===== src/rtl/mii_rx_pkg.sv =====
package mii_rx_pkg;

  localparam int unsigned NIB_W  = 4;
  localparam int unsigned BYTE_W = 2 * NIB_W;
  localparam int unsigned CRC_W  = 32;

  localparam logic [NIB_W-1:0] PREAMBLE_NIB = 4'h5;
  localparam logic [NIB_W-1:0] DELIM_NIB    = 4'hD;

  // Reflected form of 0x04C11DB7, register shifts toward bit 0.
  localparam logic [CRC_W-1:0] CRC_POLY_RFL = 32'hEDB88320;
  localparam logic [CRC_W-1:0] CRC_SEED     = 32'hFFFFFFFF;
  // Good-frame remainder seen in the shifting register (0xC704DD7B bit-reversed).
  localparam logic [CRC_W-1:0] CRC_GOOD_REM = 32'hDEBB20E3;

  typedef enum logic [1:0] {
    RX_IDLE  = 2'd0,
    RX_PREAM = 2'd1,
    RX_DATA  = 2'd2,
    RX_SKIP  = 2'd3
  } rx_state_e;

  function automatic logic [CRC_W-1:0] crc_step_byte(
    input logic [CRC_W-1:0]  cur,
    input logic [BYTE_W-1:0] din
  );
    logic [CRC_W-1:0] acc;
    acc = cur ^ {{(CRC_W-BYTE_W){1'b0}}, din};
    for (int k = 0; k < BYTE_W; k++) begin
      if (acc[0]) acc = (acc >> 1) ^ CRC_POLY_RFL;
      else        acc = acc >> 1;
    end
    return acc;
  endfunction

endpackage


===== src/rtl/mii_rx_sfd_fsm.sv =====
module mii_rx_sfd_fsm
  import mii_rx_pkg::*;
(
  input  logic             clk,
  input  logic             rst_n,
  input  logic             dv,
  input  logic [NIB_W-1:0] rxd,
  output logic             frame_start,
  output logic             nib_vld,
  output logic             frame_end
);

  rx_state_e state_q, state_d;

  always_comb begin
    state_d     = state_q;
    frame_start = 1'b0;
    nib_vld     = 1'b0;
    frame_end   = 1'b0;
    unique case (state_q)
      RX_IDLE: begin
        if (dv) begin
          if (rxd == PREAMBLE_NIB) state_d = RX_PREAM;
          else                     state_d = RX_SKIP;
        end
      end
      RX_PREAM: begin
        if (!dv) begin
          state_d = RX_IDLE;
        end else if (rxd == DELIM_NIB) begin
          state_d     = RX_DATA;
          frame_start = 1'b1;
        end else if (rxd != PREAMBLE_NIB) begin
          state_d = RX_SKIP;
        end
      end
      RX_DATA: begin
        if (dv) begin
          nib_vld = 1'b1;
        end else begin
          frame_end = 1'b1;
          state_d   = RX_IDLE;
        end
      end
      RX_SKIP: begin
        if (!dv) state_d = RX_IDLE;
      end
      default: state_d = RX_IDLE;
    endcase
  end

  always_ff @(posedge clk or negedge rst_n) begin
    if (!rst_n) state_q <= RX_IDLE;
    else        state_q <= state_d;
  end

endmodule


===== src/rtl/mii_rx_byte_asm.sv =====
module mii_rx_byte_asm
  import mii_rx_pkg::*;
(
  input  logic              clk,
  input  logic              rst_n,
  input  logic              frame_start,
  input  logic              nib_vld,
  input  logic              frame_end,
  input  logic [NIB_W-1:0]  rxd,
  output logic              byte_done,
  output logic [BYTE_W-1:0] byte_val,
  output logic [BYTE_W-1:0] held_byte,
  output logic              held_first,
  output logic              emit_mid,
  output logic              emit_last,
  output logic              odd_end
);

  logic              half_q, half_d;
  logic [NIB_W-1:0]  low_q, low_d;
  logic [BYTE_W-1:0] held_q, held_d;
  logic              held_vld_q, held_vld_d;
  logic              first_q, first_d;

  always_comb begin
    byte_done = nib_vld & half_q;
    byte_val  = {rxd, low_q};
    emit_mid  = byte_done & held_vld_q;
    emit_last = frame_end & held_vld_q;
    odd_end   = frame_end & half_q;
    held_byte = held_q;
    held_first = first_q;
  end

  always_comb begin
    half_d     = half_q;
    low_d      = low_q;
    held_d     = held_q;
    held_vld_d = held_vld_q;
    first_d    = first_q;
    if (frame_start || frame_end) begin
      half_d     = 1'b0;
      held_vld_d = 1'b0;
      first_d    = 1'b0;
    end else if (nib_vld) begin
      if (!half_q) begin
        low_d  = rxd;
        half_d = 1'b1;
      end else begin
        half_d     = 1'b0;
        held_d     = byte_val;
        held_vld_d = 1'b1;
        first_d    = ~held_vld_q;
      end
    end
  end

  always_ff @(posedge clk or negedge rst_n) begin
    if (!rst_n) begin
      half_q     <= 1'b0;
      low_q      <= '0;
      held_q     <= '0;
      held_vld_q <= 1'b0;
      first_q    <= 1'b0;
    end else begin
      half_q     <= half_d;
      low_q      <= low_d;
      held_q     <= held_d;
      held_vld_q <= held_vld_d;
      first_q    <= first_d;
    end
  end

endmodule


===== src/rtl/mii_rx_crc_chk.sv =====
module mii_rx_crc_chk
  import mii_rx_pkg::*;
(
  input  logic              clk,
  input  logic              rst_n,
  input  logic              frame_start,
  input  logic              byte_done,
  input  logic [BYTE_W-1:0] byte_val,
  output logic              crc_match
);

  logic [CRC_W-1:0] crc_q, crc_d;
  logic             crc_en;

  always_comb begin
    crc_en = frame_start | byte_done;
    if (frame_start) crc_d = CRC_SEED;
    else             crc_d = crc_step_byte(crc_q, byte_val);
    crc_match = (crc_q == CRC_GOOD_REM);
  end

  always_ff @(posedge clk or negedge rst_n) begin
    if (!rst_n)      crc_q <= CRC_SEED;
    else if (crc_en) crc_q <= crc_d;
  end

endmodule


===== src/rtl/mii_rx_len_cnt.sv =====
module mii_rx_len_cnt #(
  parameter int unsigned MIN_FRAME_BYTES = 64
) (
  input  logic clk,
  input  logic rst_n,
  input  logic frame_start,
  input  logic byte_done,
  output logic short_frame
);

  localparam int unsigned CNT_W = $clog2(MIN_FRAME_BYTES + 1);
  localparam logic [CNT_W-1:0] CNT_CAP = CNT_W'(MIN_FRAME_BYTES);

  logic [CNT_W-1:0] cnt_q, cnt_d;
  logic             cnt_en;

  always_comb begin
    cnt_en = frame_start | (byte_done & (cnt_q != CNT_CAP));
    if (frame_start) cnt_d = '0;
    else             cnt_d = cnt_q + 1'b1;
    short_frame = (cnt_q < CNT_CAP);
  end

  always_ff @(posedge clk or negedge rst_n) begin
    if (!rst_n)      cnt_q <= '0;
    else if (cnt_en) cnt_q <= cnt_d;
  end

endmodule


===== src/rtl/mii_rx_deframer.sv =====
module mii_rx_deframer
  import mii_rx_pkg::*;
#(
  parameter int unsigned MIN_FRAME_BYTES = 64
) (
  input  logic        clk,
  input  logic        rst_n,
  input  logic        mii_dv,
  input  logic [3:0]  mii_rxd,
  output logic        out_valid,
  output logic [7:0]  out_data,
  output logic        out_sof,
  output logic        out_eof,
  output logic        out_crc_ok,
  output logic        out_odd,
  output logic        out_runt
);

  logic              frame_start, nib_vld, frame_end;
  logic              byte_done;
  logic [BYTE_W-1:0] byte_val, held_byte;
  logic              held_first, emit_mid, emit_last, odd_end;
  logic              crc_match, short_frame;
  logic              emit_any;

  mii_rx_sfd_fsm i_sfd (
    .clk         (clk),
    .rst_n       (rst_n),
    .dv          (mii_dv),
    .rxd         (mii_rxd),
    .frame_start (frame_start),
    .nib_vld     (nib_vld),
    .frame_end   (frame_end)
  );

  mii_rx_byte_asm i_asm (
    .clk         (clk),
    .rst_n       (rst_n),
    .frame_start (frame_start),
    .nib_vld     (nib_vld),
    .frame_end   (frame_end),
    .rxd         (mii_rxd),
    .byte_done   (byte_done),
    .byte_val    (byte_val),
    .held_byte   (held_byte),
    .held_first  (held_first),
    .emit_mid    (emit_mid),
    .emit_last   (emit_last),
    .odd_end     (odd_end)
  );

  mii_rx_crc_chk i_crc (
    .clk         (clk),
    .rst_n       (rst_n),
    .frame_start (frame_start),
    .byte_done   (byte_done),
    .byte_val    (byte_val),
    .crc_match   (crc_match)
  );

  mii_rx_len_cnt #(.MIN_FRAME_BYTES(MIN_FRAME_BYTES)) i_len (
    .clk         (clk),
    .rst_n       (rst_n),
    .frame_start (frame_start),
    .byte_done   (byte_done),
    .short_frame (short_frame)
  );

  logic       valid_d, sof_d, eof_d, ok_d, odd_d, runt_d;
  logic [7:0] data_d;

  always_comb begin
    emit_any = emit_mid | emit_last;
    valid_d  = emit_any;
    data_d   = held_byte;
    sof_d    = emit_any & held_first;
    eof_d    = emit_last;
    ok_d     = emit_last & crc_match;
    odd_d    = emit_last & odd_end;
    runt_d   = emit_last & short_frame;
  end

  always_ff @(posedge clk or negedge rst_n) begin
    if (!rst_n) begin
      out_valid  <= 1'b0;
      out_sof    <= 1'b0;
      out_eof    <= 1'b0;
      out_crc_ok <= 1'b0;
      out_odd    <= 1'b0;
      out_runt   <= 1'b0;
    end else begin
      out_valid  <= valid_d;
      out_sof    <= sof_d;
      out_eof    <= eof_d;
      out_crc_ok <= ok_d;
      out_odd    <= odd_d;
      out_runt   <= runt_d;
    end
  end

  always_ff @(posedge clk or negedge rst_n) begin
    if (!rst_n)        out_data <= '0;
    else if (emit_any) out_data <= data_d;
  end

endmodule


===== config.mk =====
export PLATFORM = sky130hd
export DESIGN_NAME = mii_rx_deframer
export DESIGN_NICKNAME = d
export VERILOG_FILES = /design/src/rtl/mii_rx_pkg.sv /design/src/rtl/mii_rx_sfd_fsm.sv /design/src/rtl/mii_rx_byte_asm.sv /design/src/rtl/mii_rx_crc_chk.sv /design/src/rtl/mii_rx_len_cnt.sv /design/src/rtl/mii_rx_deframer.sv
export SDC_FILE = /design/constraint.sdc
export NUM_CORES = 1
export LEC_CHECK = 0
export ABC_AREA = 1
export BUFFER_PORTS_ARGS = -buffer_cell sky130_fd_sc_hd__buf_2
export CORE_MARGIN = 2
export CORE_UTILIZATION = 25
export DETAILED_ROUTE_END_ITERATION = 8
export PLACE_DENSITY = 0.46
export SLEW_MARGIN = 20
export SYNTH_ARGS = -nofsm -noshare
export SYNTH_HDL_FRONTEND = slang
export SYNTH_HIERARCHICAL = 1
export SYNTH_SLANG_ARGS = --single-unit

===== constraint.sdc =====
create_clock -name clk -period 2.5 [get_ports clk]
set_clock_uncertainty 0.2 [all_clocks]
set_input_delay 0.25 -clock clk [delete_from_list [all_inputs] [get_ports clk]]
set_output_delay 0.25 -clock clk [all_outputs]
set_load 0.1 [all_outputs]

==> reports/metrics.yaml, run 1 <==
status: "completed"
utilization: 0.297
tns_ps: 0
regToRegStartpoint: "i_sfd/state_q[1]"
die_w_um: 137
h-tree-depth: 3
worst_pin_slew_ps: 724
endpoint_kind: "flip-flop"
required_ps: 2580
drt_wl_total_mm: 11.6
grt_max_degree: 31
wire_per_inst_um: 13.6
cap_violations: 0
p_leak_nw: 2.70
grt_pass1_wl_mm: 19.7
ys_ff_latch: 70
n_fill_cell: 1926
path_clk_slew_ps: 60
cts_root_buffer: "clkbuf_16"
syn_avg_cell_area_um2: 7.46
synth_edf_count: 0
max_slew_margin: 0.517
drt_first_iter_violations: 194
antenna_cells: 0
portBuffers: 20
hpwl_mm: 8.66
nets: 633
syn_area_um2: 4440
vias_per_cell: 4.43
min_period_over_period: 0.922
synth_cells: 595
met2_usage: 0.230
gr-max-usage-layer: "met2"
min_path_type: "in -> reg"
ir_worst_vdd_v: 0.000710
place_area_um2: 4810
cts_resized: 0
regArea_um2: 1790
hold_violations: 0
syn_nets: 604
rows: 48
numClockSinks: 70
async_flop_share: 1.00
vias: 3779
insertion_delay_ps: 350
grt_pass1_vias: 3872
met3_usage: 0.0350
synth_flop_cell: "dfrtp_1"
ys.warnings.count: 6
gp_congestion: 0.897
cts_tree: "yes"
worstHoldPathCells: 3
fp.dieArea_um2: 18800
min_from: "mii_rxd[1]"
startpoint: "mii_dv"
startpoint_type: "primary input"
crit_path_max_fanout: 28
hold-worst-slack_ps: 32.4
grt_use_total: 0.137
postRouteAntennaNets: 0
max_freq_mhz: 434
reg2reg_depth: 9
overflow: 0
postLayoutCellArea_um2: 5140
rsz0062_at_grt: "no"
drive_above_1_share: 0.231
path_class: "in -> reg"
die_h_um: 137
detail_route.first_pass.iterations: 4
coreArea_um2: 17300
setup_viol: 0
slew_violations: 0
start_util: 0.257
clock_path_buffers: 2
drc: 0
powerDensity_nw_per_um2: 1500
antenna_found_initial: 0
cts_buffers: 9
multi_input_area_um2: 2230
netlist-cell-type-count: 38
areaGrowthSynthToFinish_pct: 15.8
ios: 21
grt_use_met1: 0.170
critPathArrivalTime_ps: 2380
min_period_ps: 2300
yosysSeqAreaShare: 0.404
-- placed cells by master, fill, tap and decap left out, drive strengths merged, types with 2 or more instances in the layout --
| cell | netlist | final |
|---|---|---|
| clkinvlp | 0 | 2 |
| clkinv | 2 | 4 |
| xnor2 | 6 | 6 |
| ha | 2 | 2 |
| clkbuf | 1 | 9 |
| nor3 | 4 | 4 |
| dfrtp | 38 | 38 |
| a21oi | 2 | 2 |
| xor2 | 30 | 30 |
| inv | 86 | 88 |
| nand3 | 50 | 50 |
| nand3b | 3 | 3 |
| nand2 | 245 | 245 |
| buf | 11 | 28 |
| nor2 | 34 | 34 |
| dfstp | 32 | 32 |
| or2 | 2 | 2 |
| o21ai | 18 | 18 |
| o22ai | 15 | 15 |
| nand4 | 6 | 6 |
| nor4 | 5 | 5 |
| dlygate4sd3 | 0 | 2 |
-- what timing repair did --
item	in CTS	in global routing
hold endpoints to repair	25	0
hold buffers	2	0
buffers inserted	0	0
endpoints found under the setup margin	0	0
-- power breakdown --
part / leakage [nW] / switching, mW / internal [mW] / total, mW
Sequential: 0.826 / 0.416 / 1.76 / 2.18
Combinational: 1.73 / 2.82 / 1.39 / 4.21
Clock: 0.144 / 0.548 / 0.786 / 1.33
Total: 2.70 / 3.78 / 3.94 / 7.72
-- routing by layer --
layer / vias to the layer above / share of wire / routed length, um
li1: 1908 / - / -
met3: 19 / 0.045 / 516
met1: 1780 / 0.46 / 5340
met5: - / 0 / 0
met4: 0 / 0.019 / 223
met2: 72 / 0.47 / 5500
-- worst paths after layout --
kind                                            to  slack, ps
worst min register to register  i_asm/held_byte[6]        270
worst max register to register     i_crc/crc_q[17]        320
min in group asynchronous                  out_sof        300
worst max-delay path               i_crc/crc_q[17]        200
max in group asynchronous          i_crc/crc_q[31]       1060
worst min-delay path                i_asm/low_q[1]         30
-- worst max-delay path: stages --
cell and delay [ps]:
dlygate4sd3_1 530, buf_2 150, inv_2 70, nor2_2 40, and3_1 230, nor2_4 330, inv_2 300, or2_2 360
nand2_1 70, inv_1 40
-- registers in the layout (all words and copies together) (netlist names), 2 cells and up --
| name | flops |
|---|---|
| out_data | 8 |
| i_asm/low_q | 4 |
| i_sfd/state_q | 2 |
| i_crc/crc_q | 32 |
| i_asm/held_byte | 8 |
| i_len/cnt_q | 7 |
-- stage by stage --
| stage | setup WS [ps] | power, mW | std cells |
|---|---|---|---|
| floorplan | 530 | 5.46 | 595 |
| global placement | 422 | 6.36 | 836 |
| detailed placement | 361 | 6.38 | 836 |
| CTS | 246 | 7.78 | 854 |
| global route | 75.9 | 8.40 | 854 |
| finish | 196 | 7.72 | 854 |
-- synth_stat cells (3+ instances only) --
cell,count,share of area
xnor2_1,4,0.0079
nand2_2,25,0.035
xor2_1,28,0.055
nand4_1,6,0.0085
nand2_4,12,0.030
inv_1,69,0.058
o21ai_1,12,0.014
nand2_1,207,0.18
nor3_1,4,0.0045
buf_4,9,0.015
dfstp_2,32,0.19
o21ai_0,6,0.0068
nor2_4,3,0.0076
dfrtp_1,38,0.21
nor4_1,5,0.0070
o22ai_1,15,0.021
nor2_1,29,0.025
nand3_1,49,0.055
inv_2,16,0.014
-- cell type report --
cell class              instances  area share
clock buffers                   9      0.0438
clock inverters                 7      0.0161
inverters                      88      0.0650
multi-input cells             425       0.434
flip-flops and latches         70       0.349
well taps                     225      0.0548
repair buffers                 30      0.0375
-- kinds of logic (layout without fill, tap and decap cells) --
group / count (synthesis) / count (layout) / share of synthesized area
compound gates: 37 / 37 / 0.0468
flops: 70 / 70 / 0.404
fa+ha+maj: 2 / 2 / 0.00564
buf+inv: 100 / 134 / 0.0936
xor+xnor: 36 / 36 / 0.0804
simple gates: 350 / 350 / 0.370
Note: power is estimated with default switching activity, not from simulation.
==> run 2: changes to the inputs <==
- clock period: 2.5 -> 2.36 ns (I/O delays scaled with it)
==> run 2 against run 1 <==
First-iteration DRC count up 11%. Sequential share of layout area up 0.051 points. Largest power group unchanged. Die area did not move. Critical endpoint is now i_crc/crc_q[5].
==> reports/metrics.yaml, run 2 (synthesis gave the netlist of run 1 again) <==
status: "completed"  # unchanged
final_common_cell: "nand2_1"  # unchanged
cap_violations: 0  # unchanged
critPathArrivalTime_ps: 2240  # was 2380 ps
postRouteAntennaNets: 0  # unchanged
min_path_type: "in -> reg"  # unchanged
setup_viol: 0  # unchanged
grt_pass1_vias: 3741  # was 3,872
max_slew_margin: 0.622  # was 0.517
ir_worst_vdd_v: 0.000712  # was 0.000710 V
largest_reg_flops: 32  # unchanged
start_util: 0.257  # unchanged
grt_max_degree: 71  # was 31
post_cts_buffers: 0  # unchanged
clkPwrFrac: 0.165  # was 0.173
numClockSinks: 70  # unchanged
cts.hold.buffers_added: 2  # unchanged
postLayoutCellArea_um2: 5130  # was 5140 um2
place_area_um2: 4820  # was 4810 um2
setup_ws_ps: 192  # was 196 ps
clock_path_buffers: 2  # unchanged
min_period_over_period: 0.919
ios: 21  # unchanged
path_clk_slew_ps: 70  # was 60 ps
endpoint_kind: "flip-flop"  # unchanged
startpoint: "mii_dv"  # unchanged
drc: 0  # unchanged
portBuffers: 20  # unchanged
vias: 3734  # was 3,779
antenna_cells: 0  # unchanged
tns_ps: 0  # unchanged
slew_violations: 0  # unchanged
crit_path_max_fanout: 21  # was 28
cts_resized: 0  # unchanged
p_seq_frac: 0.286  # was 0.282
dpl.cell_count: 836  # unchanged
rows: 48  # unchanged
nets: 633  # unchanged
detail_route.first_pass.iterations: 4  # unchanged
layout_common_cells: "207 x nand2_1, 69 x inv_1, 49 x nand3_1"  # unchanged
drt_first_iter_violations: 216  # was 194
cts_buffers: 9  # unchanged
p_leak_nw: 2.69  # was 2.70 nW
hpwl_mm: 8.50  # was 8.66 mm
p_sw_mw: 4.02  # was 3.78 mW
vias_per_cell: 4.37  # was 4.43
grt_pass1_wl_mm: 19.1  # was 19.7 mm
hold_violations: 0  # unchanged
areaGrowthSynthToFinish_pct: 15.6  # was 15.8%
intPower_mw: 4.08  # was 3.94 mW
h-tree-depth: 3  # unchanged
min_from: "mii_rxd[3]"  # was mii_rxd[1]
die_h_um: 137  # unchanged
power.share.combinational: 0.549  # was 0.545
n_fill_cell: 1903  # was 1,926
fp.dieArea_um2: 18800  # unchanged
max_freq_mhz: 461
grt_use_total: 0.132  # was 0.137
fin_total_pwr_mw: 8.10  # was 7.72 mW
drive_above_1_share: 0.231  # unchanged
gp_congestion: 0.853  # was 0.897
powerDensity_nw_per_um2: 1580  # was 1500 nW/um2
worst_pin_slew_ps: 562  # was 724 ps
cts_root_buffer: "clkbuf_16"  # unchanged
cts_tree: "yes"  # unchanged
largest-register: "i_crc/crc_q"  # unchanged
path_class: "in -> reg"  # unchanged
startpoint_type: "primary input"  # unchanged
swShare: 0.496  # was 0.490
regToRegStartpoint: "i_sfd/state_q[1]"  # unchanged
required_ps: 2430  # was 2580 ps
min_period_ps: 2170
rsz0062_at_grt: "no"  # unchanged
antenna_found_initial: 0  # unchanged
overflow: 0  # unchanged
wire_per_inst_um: 13.5  # was 13.6 um
place_ws_ps: 287  # was 361 ps
die_w_um: 137  # unchanged
insertion_delay_ps: 340  # was 350 ps
coreArea_um2: 17300  # unchanged
drt_wl_total_mm: 11.5  # was 11.6 mm
reg2reg_slack_ps: 270  # was 320 ps
stdcell_count: 854  # unchanged
-- run 2: cell types whose count changed in the layout (fill, tap and decap cells not counted) --
cell / change
clkinvlp_4: -1
buf_4: -1
buf_12: +1
clkinv_4: -1
inv_6: +3
bufinv_16: -1
-- run 2: power groups by stage --
| stage | clock network, mW | registers, mW | logic, mW |
|---|---|---|---|
| after floorplan | 0 | 2.61 | 3.18 |
| after global placement | 0 | 2.32 | 4.40 |
| after detailed placement | 0 | 2.34 | 4.44 |
| after CTS | 1.38 | 2.32 | 4.46 |
| after global routing | 1.43 | 2.39 | 4.96 |
| final | 1.33 | 2.32 | 4.45 |
-- run 2: worst max-delay path: stages --
cell	delay (ps)
dlygate4sd3_1	520
buf_2	140
inv_2	50
nor2_2	110
and3_1	450
nor2_4	160
inv_2	170
buf_12	180
nand2_1	80
o22ai_1	130
-- run 2: per-layer routing --
metal | global-route usage | part of all wire | up-vias
met4 | 0.0487 | 0.024 | 0
li1 | - | - | 1894
met2 | 0.211 | 0.46 | 63
met1 | 0.174 | 0.48 | 1759
met5 | 0 | 0 | -
met3 | 0.0294 | 0.032 | 18
-- run 2: per-stage QoR --
stage          hold slack, ps  utilization
3_5_place_dp              102        0.279
4_1_cts                  14.9        0.297
5_1_grt                  28.4        0.297
3_3_place_gp             96.5        0.279
6_report                 24.8        0.297
2_1_floorplan            -260            -
-- run 2: final cells by class --
cell class	instances	area (um2)	area share
timing repair buffer	30	205	0.0400
tap	225	282	0.0549
clock inverter	7	62.6	0.0122
multi-input combinational	425	2230	0.435
sequential	70	1790	0.349
clock buffer	9	225	0.0439
inverter	88	334	0.0651
-- run 2: worst paths after layout --
check | to | cells after the start
worst max register to register | i_crc/crc_q[5] | 9
worst min-delay path | i_asm/low_q[3] | 3
worst max-delay path | i_crc/crc_q[5] | 10
worst min register to register | i_asm/held_byte[4] | 2
max in group asynchronous | i_crc/crc_q[30] | 3
min in group asynchronous | out_valid | 3
==> run 3: changes to the inputs <==
- CORE_MARGIN: 2 -> not set
==> run 3 against run 2 <==
Register-to-register slack barely moved. Total power rose by 0.20%. Setup slack got worse by 3.4 ps. Global-route usage increased by 0.58 points. Non-clock buffer count up 1. Critical endpoint is now i_crc/crc_q[16].
==> reports/metrics.yaml, run 3 (synthesis gave the netlist of run 1 again) <==
drive_above_1_share: 0.232  # was 0.231
utilization: 0.297  # about the same
min_period_ps: 2170  # about the same
antenna_found_initial: 0  # unchanged
powerDensity_nw_per_um2: 1580  # about the same
fp.dieArea_um2: 18300  # was 18,800 um2
multi_input_area_um2: 2230  # unchanged
die_w_um: 135  # was 137 um
max_slew_margin: 0.571  # was 0.622
rows: 48  # unchanged
critPathArrivalTime_ps: 2240  # about the same
portBuffers: 20  # unchanged
vias: 3760  # was 3,734
gp_congestion: 0.878  # was 0.853
nets: 634  # was 633
min_path_type: "in -> reg"  # unchanged
endpoint_kind: "flip-flop"  # unchanged
drt_wl_total_mm: 11.4  # was 11.5 mm
drt_first_iter_violations: 198  # was 216
final_common_cell: "nand2_1"  # unchanged
clock_path_buffers: 2  # unchanged
path_class: "in -> reg"  # unchanged
areaGrowthSynthToFinish_pct: 15.8  # was 15.6%
wire_per_inst_um: 13.4  # was 13.5 um
required_ps: 2420  # was 2430 ps
startpoint_type: "primary input"  # unchanged
largest_reg_flops: 32  # unchanged
antenna_cells: 0  # unchanged
grt_use_total: 0.138  # was 0.132
cap_violations: 0  # unchanged
crit_path_max_fanout: 21  # unchanged
layout_common_cells: "207 x nand2_1, 69 x inv_1, 49 x nand3_1"  # unchanged
hpwl_mm: 8.59  # was 8.50 mm
h-tree-depth: 3  # unchanged
numClockSinks: 70  # unchanged
status: "completed"  # unchanged
drc: 0  # unchanged
hold-worst-slack_ps: 17.7  # was 24.8 ps
place_area_um2: 4830  # was 4820 um2
max_freq_mhz: 460  # was 461 MHz
detail_route.first_pass.iterations: 4  # unchanged
vias_per_cell: 4.40  # was 4.37
postLayoutCellArea_um2: 5140  # was 5130 um2
path_clk_slew_ps: 60  # was 70 ps
cts_tree: "yes"  # unchanged
largest-register: "i_crc/crc_q"  # unchanged
tns_ps: 0  # unchanged
p_leak_nw: 2.70  # was 2.69 nW
n_fill_cell: 1873  # was 1,903
hold_violations: 0  # unchanged
cts_buffers: 9  # unchanged
coreArea_um2: 17300  # unchanged
grt_max_degree: 39  # was 71
ir_worst_vdd_v: 0.000584  # was 0.000712 V
insertion_delay_ps: 340  # about the same
min_period_over_period: 0.920  # was 0.919
grt_pass1_vias: 3768  # was 3,741
slew_violations: 0  # unchanged
ios: 21  # unchanged
worst_pin_slew_ps: 639  # was 562 ps
cts_root_buffer: "clkbuf_16"  # unchanged
post_cts_buffers: 0  # unchanged
setup_viol: 0  # unchanged
grt_pass1_wl_mm: 19.3  # was 19.1 mm
postRouteAntennaNets: 0  # unchanged
regArea_um2: 1790  # unchanged
overflow: 0  # unchanged
die_h_um: 135  # was 137 um
start_util: 0.257  # unchanged
rsz0062_at_grt: "no"  # unchanged
## run 3: changes by cell type in the layout (fill, tap and decap cells not counted), sizes merged
| cell | change |
|---|---|
| buf | +1 |
## run 3: worst paths after layout
kind                                     from                 end  slack (ps)  depth (start not counted)
setup / recovery                       mii_dv     i_crc/crc_q[16]         190                         10
hold reg to reg            i_asm/held_byte[7]  i_asm/held_byte[7]         270                          2
max in group asynchronous               rst_n     i_crc/crc_q[16]        1220                          3
min in group asynchronous               rst_n         out_data[4]          90                          2
hold / removal                     mii_rxd[2]  i_asm/held_byte[6]          20                          3
setup reg to reg             i_sfd/state_q[1]      i_crc/crc_q[5]         280                          9
## run 3: layer usage
| layer | track usage | vias to the layer above | share of wire |
|---|---|---|---|
| met3 | 0.0269 | 19 | 0.031 |
| li1 | - | 1907 | - |
| met5 | 0 | - | 0 |
| met2 | 0.225 | 70 | 0.48 |
| met1 | 0.179 | 1764 | 0.47 |
| met4 | 0.0499 | 0 | 0.022 |
## run 3: where the power goes
group          switching, mW  internal (mW)
sequential             0.450           1.87
combinational           3.00           1.48
clock                  0.590          0.736
total                   4.04           4.08
## run 3: area by class of cell
type | instances | share of cell area
multi-input cells | 425 | 0.434
flip-flops and latches | 70 | 0.349
inverters | 88 | 0.0650
well taps | 225 | 0.0548
clock buffers | 9 | 0.0438
repair buffers | 31 | 0.0414
clock inverters | 7 | 0.0122
## run 3: what timing repair did
action                                  CTS  global route
gates resized for setup                   0             0
hold endpoints to repair                 39             0
endpoints found under the setup margin    0             0
hold buffers                              2             0
## run 3: critical path, stage by stage
cell	delay [ps]
dlygate4sd3_1	530
buf_2	150
inv_2	70
nor2_2	50
and3_1	290
nor2_4	340
inv_2	150
buf_12	180
o22ai_1	160
inv_1	60
## run 3: metrics by stage
step	total power [mW]	setup slack, ps	cells
floorplan	5.78	390	595
global placement	6.73	366	837
detailed placement	6.79	279	837
CTS	8.17	186	855
global route	8.82	12.6	855
finish	8.12	188	855
